File: src/rtl/frag_pkg.sv
package frag_pkg;
  localparam int unsigned FRAGS = 8;
  localparam int unsigned IDX_W = 3;
  localparam int unsigned ADD_W = 4;

  typedef logic [FRAGS-1:0] slot_mask_t;

  function automatic logic [ADD_W-1:0] popcnt(input slot_mask_t m);
    logic [ADD_W-1:0] n;
    n = '0;
    for (int i = 0; i < FRAGS; i++) n = n + ADD_W'(m[i]);
    return n;
  endfunction
endpackage

File: src/rtl/frag_collector.sv
module frag_collector
  import frag_pkg::*;
#(
  parameter int unsigned W       = 16,
  parameter int unsigned TMO_CYC = 64
) (
  input  logic                 clk_i,
  input  logic                 rst_ni,
  input  logic                 in_v_i,
  input  logic [IDX_W-1:0]     in_idx_i,
  input  logic [W-1:0]         in_data_i,
  output logic                 close_o,
  output slot_mask_t           cmask_o,
  output logic [FRAGS*W-1:0]   cdata_o
);
  localparam int unsigned TMO_W = $clog2(TMO_CYC + 1);
  localparam logic [TMO_W-1:0] TMO_LAST = TMO_W'(TMO_CYC - 1);
  localparam logic [IDX_W-1:0] IDX_TOP = IDX_W'(FRAGS - 1);

  logic [FRAGS*W-1:0] data_q;
  slot_mask_t         mask_q;
  logic [IDX_W-1:0]   last_q;
  logic [TMO_W-1:0]   tmo_q;

  logic open_w, hit_top, back, tmo_hit;
  slot_mask_t in_bit;

  assign open_w  = |mask_q;
  assign in_bit  = slot_mask_t'(1) << in_idx_i;
  assign hit_top = in_v_i && (in_idx_i == IDX_TOP);
  assign back    = in_v_i && open_w && (in_idx_i <= last_q) && !hit_top;
  assign tmo_hit = !in_v_i && open_w && (tmo_q == TMO_LAST);
  assign close_o = hit_top || back || tmo_hit;
  assign cmask_o = hit_top ? (mask_q | in_bit) : mask_q;

  for (genvar k = 0; k < FRAGS; k++) begin : g_cdata
    if (k == FRAGS - 1) begin : g_top
      assign cdata_o[k*W +: W] = hit_top ? in_data_i : data_q[k*W +: W];
    end else begin : g_low
      assign cdata_o[k*W +: W] = data_q[k*W +: W];
    end
  end

  always_ff @(posedge clk_i or negedge rst_ni) begin
    if (!rst_ni) begin
      data_q <= '0;
      mask_q <= '0;
      last_q <= '0;
      tmo_q  <= '0;
    end else if (in_v_i) begin
      data_q[in_idx_i*W +: W] <= in_data_i;
      last_q <= in_idx_i;
      tmo_q  <= '0;
      if (hit_top)   mask_q <= '0;
      else if (back) mask_q <= in_bit;
      else           mask_q <= mask_q | in_bit;
    end else if (tmo_hit) begin
      mask_q <= '0;
      tmo_q  <= '0;
    end else if (open_w) begin
      tmo_q <= tmo_q + 1'b1;
    end else begin
      tmo_q <= '0;
    end
  end

  a_r2_top_closes: assert property (@(posedge clk_i) disable iff (!rst_ni)
    (in_v_i && in_idx_i == IDX_TOP) |=> (mask_q == '0));

  a_r3_back_reopens: assert property (@(posedge clk_i) disable iff (!rst_ni)
    (in_v_i && |mask_q && in_idx_i <= last_q && in_idx_i != IDX_TOP)
      |=> (mask_q == (slot_mask_t'(1) << $past(in_idx_i))));
endmodule

File: src/rtl/frag_emitter.sv
module frag_emitter
  import frag_pkg::*;
#(
  parameter int unsigned W = 16
) (
  input  logic                clk_i,
  input  logic                rst_ni,
  input  logic                close_i,
  input  slot_mask_t          cmask_i,
  input  logic [FRAGS*W-1:0]  cdata_i,
  input  logic                flag_en_i,
  output logic                pkt_valid_o,
  output logic [FRAGS*W-1:0]  pkt_data_o,
  output slot_mask_t          pkt_flag_o,
  output logic [ADD_W-1:0]    add_o
);
  logic complete, fwd;
  logic [ADD_W-1:0] missing;
  logic [FRAGS*W-1:0] filled;

  assign complete = &cmask_i;
  assign missing  = ADD_W'(FRAGS) - popcnt(cmask_i);
  assign fwd      = close_i && (complete || flag_en_i);

  always_comb begin
    add_o = '0;
    if (close_i && !complete) add_o = flag_en_i ? missing : ADD_W'(FRAGS);
  end

  for (genvar k = 0; k < FRAGS; k++) begin : g_fill
    assign filled[k*W +: W] = cmask_i[k] ? cdata_i[k*W +: W] : {W{1'b1}};
  end

  always_ff @(posedge clk_i or negedge rst_ni) begin
    if (!rst_ni) begin
      pkt_valid_o <= 1'b0;
      pkt_data_o  <= '0;
      pkt_flag_o  <= '0;
    end else begin
      pkt_valid_o <= fwd;
      if (fwd) begin
        pkt_data_o <= filled;
        pkt_flag_o <= ~cmask_i;
      end
    end
  end

  a_r5_discard_no_flags: assert property (@(posedge clk_i) disable iff (!rst_ni)
    (pkt_valid_o && !$past(flag_en_i)) |-> (pkt_flag_o == '0));
endmodule

File: src/rtl/frag_counter.sv
module frag_counter
  import frag_pkg::*;
#(
  parameter int unsigned CNT_W  = 32,
  parameter bit          ENABLE = 1'b1
) (
  input  logic               clk_i,
  input  logic               rst_ni,
  input  logic               rd_i,
  input  logic [ADD_W-1:0]   add_i,
  output logic [CNT_W-1:0]   cnt_o
);
  if (ENABLE) begin : g_cnt
    logic [CNT_W-1:0] cnt_q;
    logic [CNT_W:0]   sum;

    assign sum   = {1'b0, (rd_i ? '0 : cnt_q)} + (CNT_W+1)'(add_i);
    assign cnt_o = cnt_q;

    always_ff @(posedge clk_i or negedge rst_ni) begin
      if (!rst_ni) cnt_q <= '0;
      else         cnt_q <= sum[CNT_W] ? {CNT_W{1'b1}} : sum[CNT_W-1:0];
    end

    a_r9_sat_hold: assert property (@(posedge clk_i) disable iff (!rst_ni)
      (cnt_q == {CNT_W{1'b1}} && !rd_i) |=> (cnt_q == {CNT_W{1'b1}}));

    a_r8_read_clears: assert property (@(posedge clk_i) disable iff (!rst_ni)
      rd_i |=> (cnt_q == CNT_W'($past(add_i))));
  end else begin : g_off
    logic unused_in;
    assign unused_in = ^{clk_i, rst_ni, rd_i, add_i};
    assign cnt_o = '0;
  end
endmodule

File: src/rtl/frag_filter.sv
module frag_filter
  import frag_pkg::*;
#(
  parameter int unsigned W           = 16,
  parameter int unsigned TMO_CYC     = 64,
  parameter int unsigned CNT_W       = 32,
  parameter bit          FINAL_STAGE = 1'b1
) (
  input  logic                clk_i,
  input  logic                rst_ni,
  input  logic                frag_valid_i,
  input  logic [2:0]          frag_idx_i,
  input  logic [W-1:0]        frag_data_i,
  input  logic                flag_en_i,
  output logic                pkt_valid_o,
  output logic [8*W-1:0]      pkt_data_o,
  output logic [7:0]          pkt_flag_o,
  input  logic                cnt_rd_i,
  output logic [CNT_W-1:0]    cnt_o
);
  logic               close;
  slot_mask_t         cmask;
  logic [FRAGS*W-1:0] cdata;
  logic [ADD_W-1:0]   add;

  frag_collector #(.W(W), .TMO_CYC(TMO_CYC)) u_coll (
    .clk_i, .rst_ni,
    .in_v_i(frag_valid_i), .in_idx_i(frag_idx_i), .in_data_i(frag_data_i),
    .close_o(close), .cmask_o(cmask), .cdata_o(cdata)
  );

  frag_emitter #(.W(W)) u_emit (
    .clk_i, .rst_ni,
    .close_i(close), .cmask_i(cmask), .cdata_i(cdata), .flag_en_i,
    .pkt_valid_o, .pkt_data_o, .pkt_flag_o, .add_o(add)
  );

  frag_counter #(.CNT_W(CNT_W), .ENABLE(FINAL_STAGE)) u_cnt (
    .clk_i, .rst_ni, .rd_i(cnt_rd_i), .add_i(add), .cnt_o
  );
endmodule

File: config.mk
export PLATFORM = sky130hd
export DESIGN_NAME = frag_filter
export DESIGN_NICKNAME = d
export VERILOG_FILES = /design/src/rtl/frag_pkg.sv /design/src/rtl/frag_collector.sv /design/src/rtl/frag_emitter.sv /design/src/rtl/frag_counter.sv /design/src/rtl/frag_filter.sv
export SDC_FILE = /design/constraint.sdc
export NUM_CORES = 1
export LEC_CHECK = 0
export ABC_CLOCK_PERIOD_IN_PS = 6700
export BUFFER_PORTS_ARGS = -buffer_cell sky130_fd_sc_hd__buf_4
export CAP_MARGIN = 25
export CORE_ASPECT_RATIO = 1.4
export CORE_UTILIZATION = 50
export CTS_CLUSTER_SIZE = 24
export DETAILED_ROUTE_END_ITERATION = 6
export PLACE_DENSITY_LB_ADDON = 0.05
export SKIP_CTS_REPAIR_TIMING = 1
export SLEW_MARGIN = 20
export SYNTH_ARGS = -nofsm -noshare
export SYNTH_HDL_FRONTEND = slang
export SYNTH_HIERARCHICAL = 1
export SYNTH_SLANG_ARGS = --single-unit
File: constraint.sdc
create_clock -name clk_i -period 6.7 [get_ports clk_i]
set_input_delay 0 -clock clk_i [delete_from_list [all_inputs] [get_ports clk_i]]
set_output_delay 0 -clock clk_i [all_outputs]
set_load 0.03 [all_outputs]
Word-level counts from Yosys, hierarchy flattened
Cells that the tools add are included.
{"block": "word_totals", "inputBits": 24, "ff_bits": 315, "out_inout_bits": 169, "elab_cells": 66}
{"block": "classes", "n_mux": 22, "bitwise": 2, "order_cmp": 1, "n_eq_ne": 2, "n_shift": 3, "n_reduce_logical": 17, "n_addsub": 11}
{"cell": "two-way mux 16 bit", "n": 9}
{"cell": "bitwise mux 128 bit", "n": 1}
{"cell": "variable shift 16 x 34 -> 128 bit (first input constant)", "n": 1}
{"cell": "indexed part select 16 x 34 -> 128 bit", "n": 1}
{"cell": "two-way mux 32 bit", "n": 2}
{"cell": "two-way mux 8 bit", "n": 5}
{"cell": "negation 7 -> 34 bit", "n": 1}
{"cell": "adder 32 x 4 -> 33 bit", "n": 1}
{"cell": "adder 4 x 1 -> 4 bit", "n": 6}
{"cell": "two-way mux 7 bit", "n": 3}
{"cell": "logical AND 1 bit", "n": 8}
{"cell": "two-way mux 4 bit", "n": 2}
{"cell": "NOT 8 bit", "n": 1}
{"cell": "OR 8 bit", "n": 1}
{"cell": "AND reduction 8 bit", "n": 1}
{"cell": "OR reduction 8 bit", "n": 1}
{"cell": "<< shifter 1 x 3 -> 8 bit (first input constant)", "n": 1}
{"cell": "adder 7 x 1 -> 7 bit (second input constant)", "n": 1}
{"cell": "== test 7 x 6 -> 1 bit (second input constant)", "n": 1}
{"cell": "subtractor 4 bit (first input constant)", "n": 1}
{"cell": "== test 3 bit (second input constant)", "n": 1}
{"cell": "less-or-equal comparator 3 bit", "n": 1}
{"cell": "logical NOT 1 bit", "n": 3}
{"cell": "logical OR 1 bit", "n": 3}
{"cell": "other kinds (2)", "n": 2}

Longest topological paths before layout
{"block": "depth", "ltp_word": 15, "ltp_mapped": 23, "mapped_depth_nobuf": 21}

Modules after synthesis
Netlist, hierarchy kept.
{"module": "frag_collector", "cells_per_inst": 733, "n_inst": 1, "area_per_inst_um2": 7020.5, "seq_area_each_um2": 3653.5}
{"module": "frag_emitter", "cells_per_inst": 461, "n_inst": 1, "area_per_inst_um2": 6399.9, "seq_area_each_um2": 3428.3}
{"module": "frag_counter", "cells_per_inst": 177, "n_inst": 1, "area_per_inst_um2": 1821.7, "seq_area_each_um2": 800.8}

Worst setup path before layout
No wires, ideal clock.
{"block": "synth_path", "path_type": "input-to-reg", "from": "in frag_idx_i[0]", "to": "reg u_cnt.g_cnt.cnt_q[16], in the netlist u_cnt/cnt_o[16]", "stages": 21, "slack_ns": 2.053, "n_path_buf": 1, "required_time_ns": 6.563, "t_arrival_ns": 4.511, "setup_time_ns": 0.137, "cell_sequence": "ha_1 > and3_1 > clkbuf_1 > a21o_1 > fa_1 > inv_1 > ha_1 > fa_1 > inv_1 > fa_1 > inv_1 > ha_1 > inv_1 > nor2_1 > ha_1 > a21o_1 > a21oi_1 > nor2_1 > and3_1 > xnor2_1 > o21ai_2"}
{"block": "synth_via", "word_cells_on_any_way": 26, "classes_between": "add/sub (9); order compare (1); eq/ne (1); shift (1); mux (4); bitwise (1); reduce/logical (9)"}
{"item": "start, declared", "line_no": "frag_filter.sv:12", "source": "input logic [2:0] frag_idx_i,"}
{"item": "== test 3 bit / << shifter 1 x 3 -> 8 bit (equally long branches)", "line_no": "frag_collector.sv:30, frag_collector.sv:29"}
{"item": "logical AND 1 bit / OR 8 bit (equally long branches)", "line_no": "frag_collector.sv:30, frag_collector.sv:34"}
{"item": "two-way mux 8 bit *", "line_no": "frag_collector.sv:34", "source": "assign cmask_o = hit_top ? (mask_q | in_bit) : mask_q;"}
{"item": "via cmask[4]", "line_no": "frag_filter.sv:22", "source": "slot_mask_t cmask;"}
{"item": "adder 4 x 1 -> 4 bit (4 in a row)", "line_no": "frag_pkg.sv:11", "source": "for (int i = 0; i < FRAGS; i++) n = n + ADD_W'(m[i]);"}
{"item": "subtractor 4 bit", "line_no": "frag_emitter.sv:22", "source": "assign missing = ADD_W'(FRAGS) - popcnt(cmask_i);"}
{"item": "two-way mux 4 bit", "line_no": "frag_emitter.sv:27", "source": "if (close_i && !complete) add_o = flag_en_i ? missing : ADD_W'(FRAGS);"}
{"item": "two-way mux 4 bit *", "line_no": "frag_emitter.sv:27"}
{"item": "via add[2]", "line_no": "frag_filter.sv:24", "source": "logic [ADD_W-1:0] add;"}
{"item": "adder 32 x 4 -> 33 bit *", "line_no": "frag_counter.sv:17", "source": "assign sum = {1'b0, (rd_i ? '0 : cnt_q)} + (CNT_W+1)'(add_i);"}
{"item": "two-way mux 32 bit *", "line_no": "frag_counter.sv:22", "source": "else cnt_q <= sum[CNT_W] ? {CNT_W{1'b1}} : sum[CNT_W-1:0];"}
{"item": "end signal, assigned", "line_no": "frag_counter.sv:22"}
{"item": "end, declared", "line_no": "frag_counter.sv:14", "source": "logic [CNT_W-1:0] cnt_q;"}
Mark *: on every way through the listed nets, which the timed path passes. The rest lies on a longest branch.
A chain may end at the register's enable or synchronous reset.

Final worst setup path
{"block": "layout_path", "from": "in frag_idx_i[1]", "to": "reg u_cnt.g_cnt.cnt_q[7], in the netlist u_cnt/cnt_o[7]"}
{"block": "layout_via", "word_cells_on_any_way": 26, "classes_between": "add/sub (9); order compare (1); eq/ne (1); shift (1); mux (4); bitwise (1); reduce/logical (9)"}
{"item": "== test 3 bit / << shifter 1 x 3 -> 8 bit (equally long branches)", "line_no": "frag_collector.sv:30, frag_collector.sv:29"}
{"item": "logical AND 1 bit / OR 8 bit (equally long branches)", "line_no": "frag_collector.sv:30, frag_collector.sv:34"}
{"item": "two-way mux 8 bit *", "line_no": "frag_collector.sv:34"}
{"item": "via cmask[5]", "line_no": "frag_filter.sv:22"}
{"item": "adder 4 x 1 -> 4 bit (3 in a row)", "line_no": "frag_pkg.sv:11"}
{"item": "subtractor 4 bit", "line_no": "frag_emitter.sv:22"}
{"item": "two-way mux 4 bit", "line_no": "frag_emitter.sv:27"}
{"item": "two-way mux 4 bit *", "line_no": "frag_emitter.sv:27"}
{"item": "via add[2]", "line_no": "frag_filter.sv:24"}
{"item": "adder 32 x 4 -> 33 bit *", "line_no": "frag_counter.sv:17"}
{"item": "two-way mux 32 bit *", "line_no": "frag_counter.sv:22"}
Marked as above.

==> summary.txt <==
RUN STATUS
-------------------------------------------------------------------------------------
Run status                                                               complete, but fails checks
Failing checks                                                           negative hold slack

TIMING
-------------------------------------------------------------------------------------
Final Hold Slack                                                          -0.01094 ns
Final setup vio count                                                               0
Relative slew slack                                                            34.76%
Actual slew at the worst max-slew pin                                       0.9786 ns
Setup repair after global routing missed its margin                                no
Share of the clock period used by the worst path                               81.51%
Final critical delay including setup and external delays                     5.461 ns
Clk_skew                                                                  0.009585 ns
Pins over their slew limit                                                          0
Fin. Hold Viols                                                                     2
Sum of negative setup slack                                                      0 ns
Achievable frequency                                                       0.1831 GHz

SYNTHESIS
-------------------------------------------------------------------------------------
Share of the synthesized area in the top cell type                             51.72%
Async SR Flop Fraction                                                         100.0%
Number of enable-type register cells in the synthesized netlist                     0
Synthesis warning total                                                             6
Mean cell area of the mapped netlist                                      11.12 sq um
Area contributors post-synth                                             sky130_fd_sc_hd__dfrtp_1 (52%), sky130_fd_sc_hd__mux2_2 (8.1%), sky130_fd_sc_hd__buf_4 (6.2%)
Net Count, Synth                                                                 1419
Leading post-synthesis cells by instance count                           sky130_fd_sc_hd__dfrtp_1 (315), sky130_fd_sc_hd__nand2_1 (178), sky130_fd_sc_hd__buf_4 (126)
Post-synth top area cell                                                 sky130_fd_sc_hd__dfrtp_1
Flop and latch count out of synthesis                                             315
Flip-flop cell with the highest count after synthesis                    sky130_fd_sc_hd__dfrtp_1
Dominant cell by count in the synthesized netlist                        sky130_fd_sc_hd__dfrtp_1
Number of unique standard cell types used by synthesis                             62
Mapped Cells                                                                     1371
Post-synthesis sequential area ratio                                           51.72%
Syn Std Cell Area                                                        0.01524 sq mm

WORST SETUP PATH
-------------------------------------------------------------------------------------
Stage delay of the slowest cell on the critical path                          0.55 ns
Series of cell instances along the critical path                         dlygate4sd3_1, buf_4, ha_1, and3_1, a21o_1, buf_4, fa_1, inv_1, ha_1, fa_1, inv_1, fa_1, inv_1, ha_1, inv_1, nor2_1, ha_1, a21o_1, a21oi_1, buf_4, nor4_4, nand3b_4, o21ai_0
CP max stage cell                                                        sky130_fd_sc_hd__dlygate4sd3_1
Element type at the critical path start                                    input port
Required time of the critical path                                            7.13 ns
Worst-case register-to-register setup slack                                   1.85 ns
Kind of critical path                                                       in -> reg
Buffers & Inverters on Critical Path                                                8
Sort of element at the end of the critical path                                  flop
Worst-case reg-to-reg path depth                                                   19
Maximum net fanout on the critical path                                            28
Family with the most delay on the worst path                              adder cells
Worst R2R Start                                                          u_coll/mask_q[4]$_DFFE_PN0P_
Worst R2R End                                                            u_cnt/cnt_o[7]$_DFF_PN0_
Data arrival time of the critical path                                        5.89 ns

DIE
-------------------------------------------------------------------------------------
Width of the chip                                                        149.6 microns
Number of placed I/O pins                                                         193
Std cell rows                                                                      75
Die area                                                                 0.03120 sq mm
Core Region                                                              0.02994 sq mm
Initial core utilization                                                       50.92%
Chip height                                                              208.6 microns

CLOCK TREE
-------------------------------------------------------------------------------------
Deepest clock path buffer count                                                     3
Cell at the root of the clock tree                                       sky130_fd_sc_hd__clkbuf_16
Clock-pin slew of the registers on the worst-case setup and hold paths        0.06 ns
H-tree lvl count                                                                    2
Total number of clock tree sinks                                                  315
TritonCTS clock tree                                                             done
Total clock buffers created by CTS                                                 34
Clk_lat worst skew                                                            0.52 ns

JOB
-------------------------------------------------------------------------------------
Count of maximum capacitance violations                                             0

DRT
-------------------------------------------------------------------------------------
Wire length per cell after detailed routing                              18.94 microns
Via-per-instance ratio                                                          5.230
Number of routed nets with antenna violations                                       0
Number of DRC markers after the initial detailed-route iteration                  498
Detailed Routing Iterations Pass 1                                                  5
Total wirelength of the detailed-routed design                           35460 microns
Routed via count                                                                 9791
DRC                                                                                 0

PLACE
-------------------------------------------------------------------------------------
Final weighted congestion in routability-driven placement                      0.8314
Post-place instance area                                                 0.01613 sq mm
Post-DP HPWL                                                             23500 microns
Total of buffers placed on input and output ports                                 192

HOLD PATH
-------------------------------------------------------------------------------------
Hold Crit Depth                                                                     3
Hold Path Origin                                                         frag_idx_i[0]
Worst hold path type                                                        in -> reg
Terminating pin of the worst hold path                                   u_coll/data_q[92]$_DFFE_PN0P_

FINISH
-------------------------------------------------------------------------------------
Number of nets at the end of the flow                                            1510
Inserted Diodes                                                                     0
Post-route cell area                                                     0.01749 sq mm
Growth of design area from synthesis to finish                                 14.76%
Share of post-route cells with drive strength above 1                          30.13%

GLOBAL ROUTING
-------------------------------------------------------------------------------------
Number of global-route vias before repair                                        9868
Total congestion overflow                                                           0
Number of antenna violations at the first check in global routing                   0
Largest net degree at the start of global routing                                 156
Total GRT Usage                                                                23.37%
Global-route wire length before repair                                   56100 microns

POWER
-------------------------------------------------------------------------------------
Power density over cell area                                             333.7 mW/mm^2
Static Leakage                                                            0.007576 uW
Overall power of the completed layout                                         5837 uW
Largest voltage drop on the vdd net                                         0.2407 mV

[layer usage]
metal	up-vias	share of wire (%)	track usage, %
met5	-	0	0
met4	0	3.4	9.254
met3	68	4.9	4.367
met2	236	48	37.88
met1	4859	43	30.77
li1	4628	-	-
[worst register-to-register path: stages (launching register included)]
cell and delay, ns:
sky130_fd_sc_hd__dfrtp_1 0.40, sky130_fd_sc_hd__a21o_1 0.16, sky130_fd_sc_hd__buf_4 0.20, sky130_fd_sc_hd__fa_1 0.54
sky130_fd_sc_hd__inv_1 0.04, sky130_fd_sc_hd__ha_1 0.20, sky130_fd_sc_hd__fa_1 0.50, sky130_fd_sc_hd__inv_1 0.05
sky130_fd_sc_hd__fa_1 0.41, sky130_fd_sc_hd__inv_1 0.06, sky130_fd_sc_hd__ha_1 0.22, sky130_fd_sc_hd__inv_1 0.05
sky130_fd_sc_hd__nor2_1 0.04, sky130_fd_sc_hd__ha_1 0.35, sky130_fd_sc_hd__a21o_1 0.13, sky130_fd_sc_hd__a21oi_1 0.06
sky130_fd_sc_hd__buf_4 0.17, sky130_fd_sc_hd__nor4_4 0.50, sky130_fd_sc_hd__nand3b_4 0.46, sky130_fd_sc_hd__o21ai_0 0.21
[how the worst max path moves through the flow]
stage                        startpoint                         to  slack (ns)  cells after the start
after floorplan           frag_idx_i[0]  u_cnt/cnt_o[16]$_DFF_PN0_        2.05                     21
after global placement    frag_idx_i[0]  u_cnt/cnt_o[31]$_DFF_PN0_        1.22                     22
after detailed placement  frag_idx_i[0]   u_cnt/cnt_o[3]$_DFF_PN0_        1.15                     22
after CTS                 frag_idx_i[0]   u_cnt/cnt_o[7]$_DFF_PN0_        1.69                     22
after global routing      frag_idx_i[1]   u_cnt/cnt_o[8]$_DFF_PN0_        0.85                     23
final                     frag_idx_i[1]   u_cnt/cnt_o[7]$_DFF_PN0_        1.24                     23
[cell type report]
type / instances / area [sq um]
timing repair buffer: 236 / 1868
clock buffer: 49 / 1001
multi-input combinational: 819 / 5936
clock inverter: 12 / 112.6
fill: 2602 / 12440
tap: 385 / 481.7
inverter: 56 / 210.2
sequential: 315 / 7883
[report_power, final]
group	total [uW]	switching [uW]	internal, uW	leakage, uW
Clock	1890	770	1120	0.000552
Sequential	2470	208	2260	0.00367
Combinational	1480	841	636	0.00336
[kinds of logic (layout without fill, tap and decap cells)]
kind of cell               count (synthesis)  count (layout)  share of synthesized area [%]
AOI/OAI and AO/OA                        160             160                          6.165
xor gates and xnor gates                  29              29                          1.666
adders and majority gates                 24              24                          2.216
buffers and inverters                    237             353                          9.645
DFF                                      315             315                          51.72
muxes                                    164             164                          13.13
and+or+nand+nor                          442             442                          15.47
[layout by cell type, fill, tap and decap left out, drive strengths merged, types with 3 or more instances in the layout]
cell type	n
xor2	12
clkbuf	49
nand2b	113
mux2	161
and4	4
mux2i	3
nand3	45
nor2b	9
dfrtp	315
or2b	26
a211oi	4
o21ai	129
nor3	4
nand4	8
nand2	178
clkinv	9
a32o	4
ha	19
fa	5
inv	56
nor4	5
dlygate4sd3	24
a31oi	4
a21o	6
buf	212
nor2	22
and3	11
or3	3
xnor2	17
[metrics by stage]
| step | std cells | utilization, % | hold WS, ns | setup slack [ns] |
|---|---|---|---|---|
| 2_1_floorplan | 1371 | - | -0.2956 | 2.053 |
| 3_3_place_gp | 1786 | 53.87 | 0.07390 | 1.215 |
| 3_5_place_dp | 1786 | 53.87 | 0.08169 | 1.149 |
| 4_1_cts | 1847 | 57.59 | -0.4810 | 1.695 |
| 5_1_grt | 1872 | 58.43 | 0.01803 | 0.8534 |
| 6_report | 1872 | 58.43 | -0.01094 | 1.239 |
[flip-flops by register name, indices dropped and copies added (netlist names)]
name	flops
u_emit/pkt_flag_o	8
u_coll/tmo_q	7
u_emit/pkt_valid_o	1
u_coll/last_q	3
u_coll/mask_q	8
u_emit/pkt_data_o	128
u_cnt/cnt_o	32
u_coll/data_q	128
(Power assumes the default switching activity.)
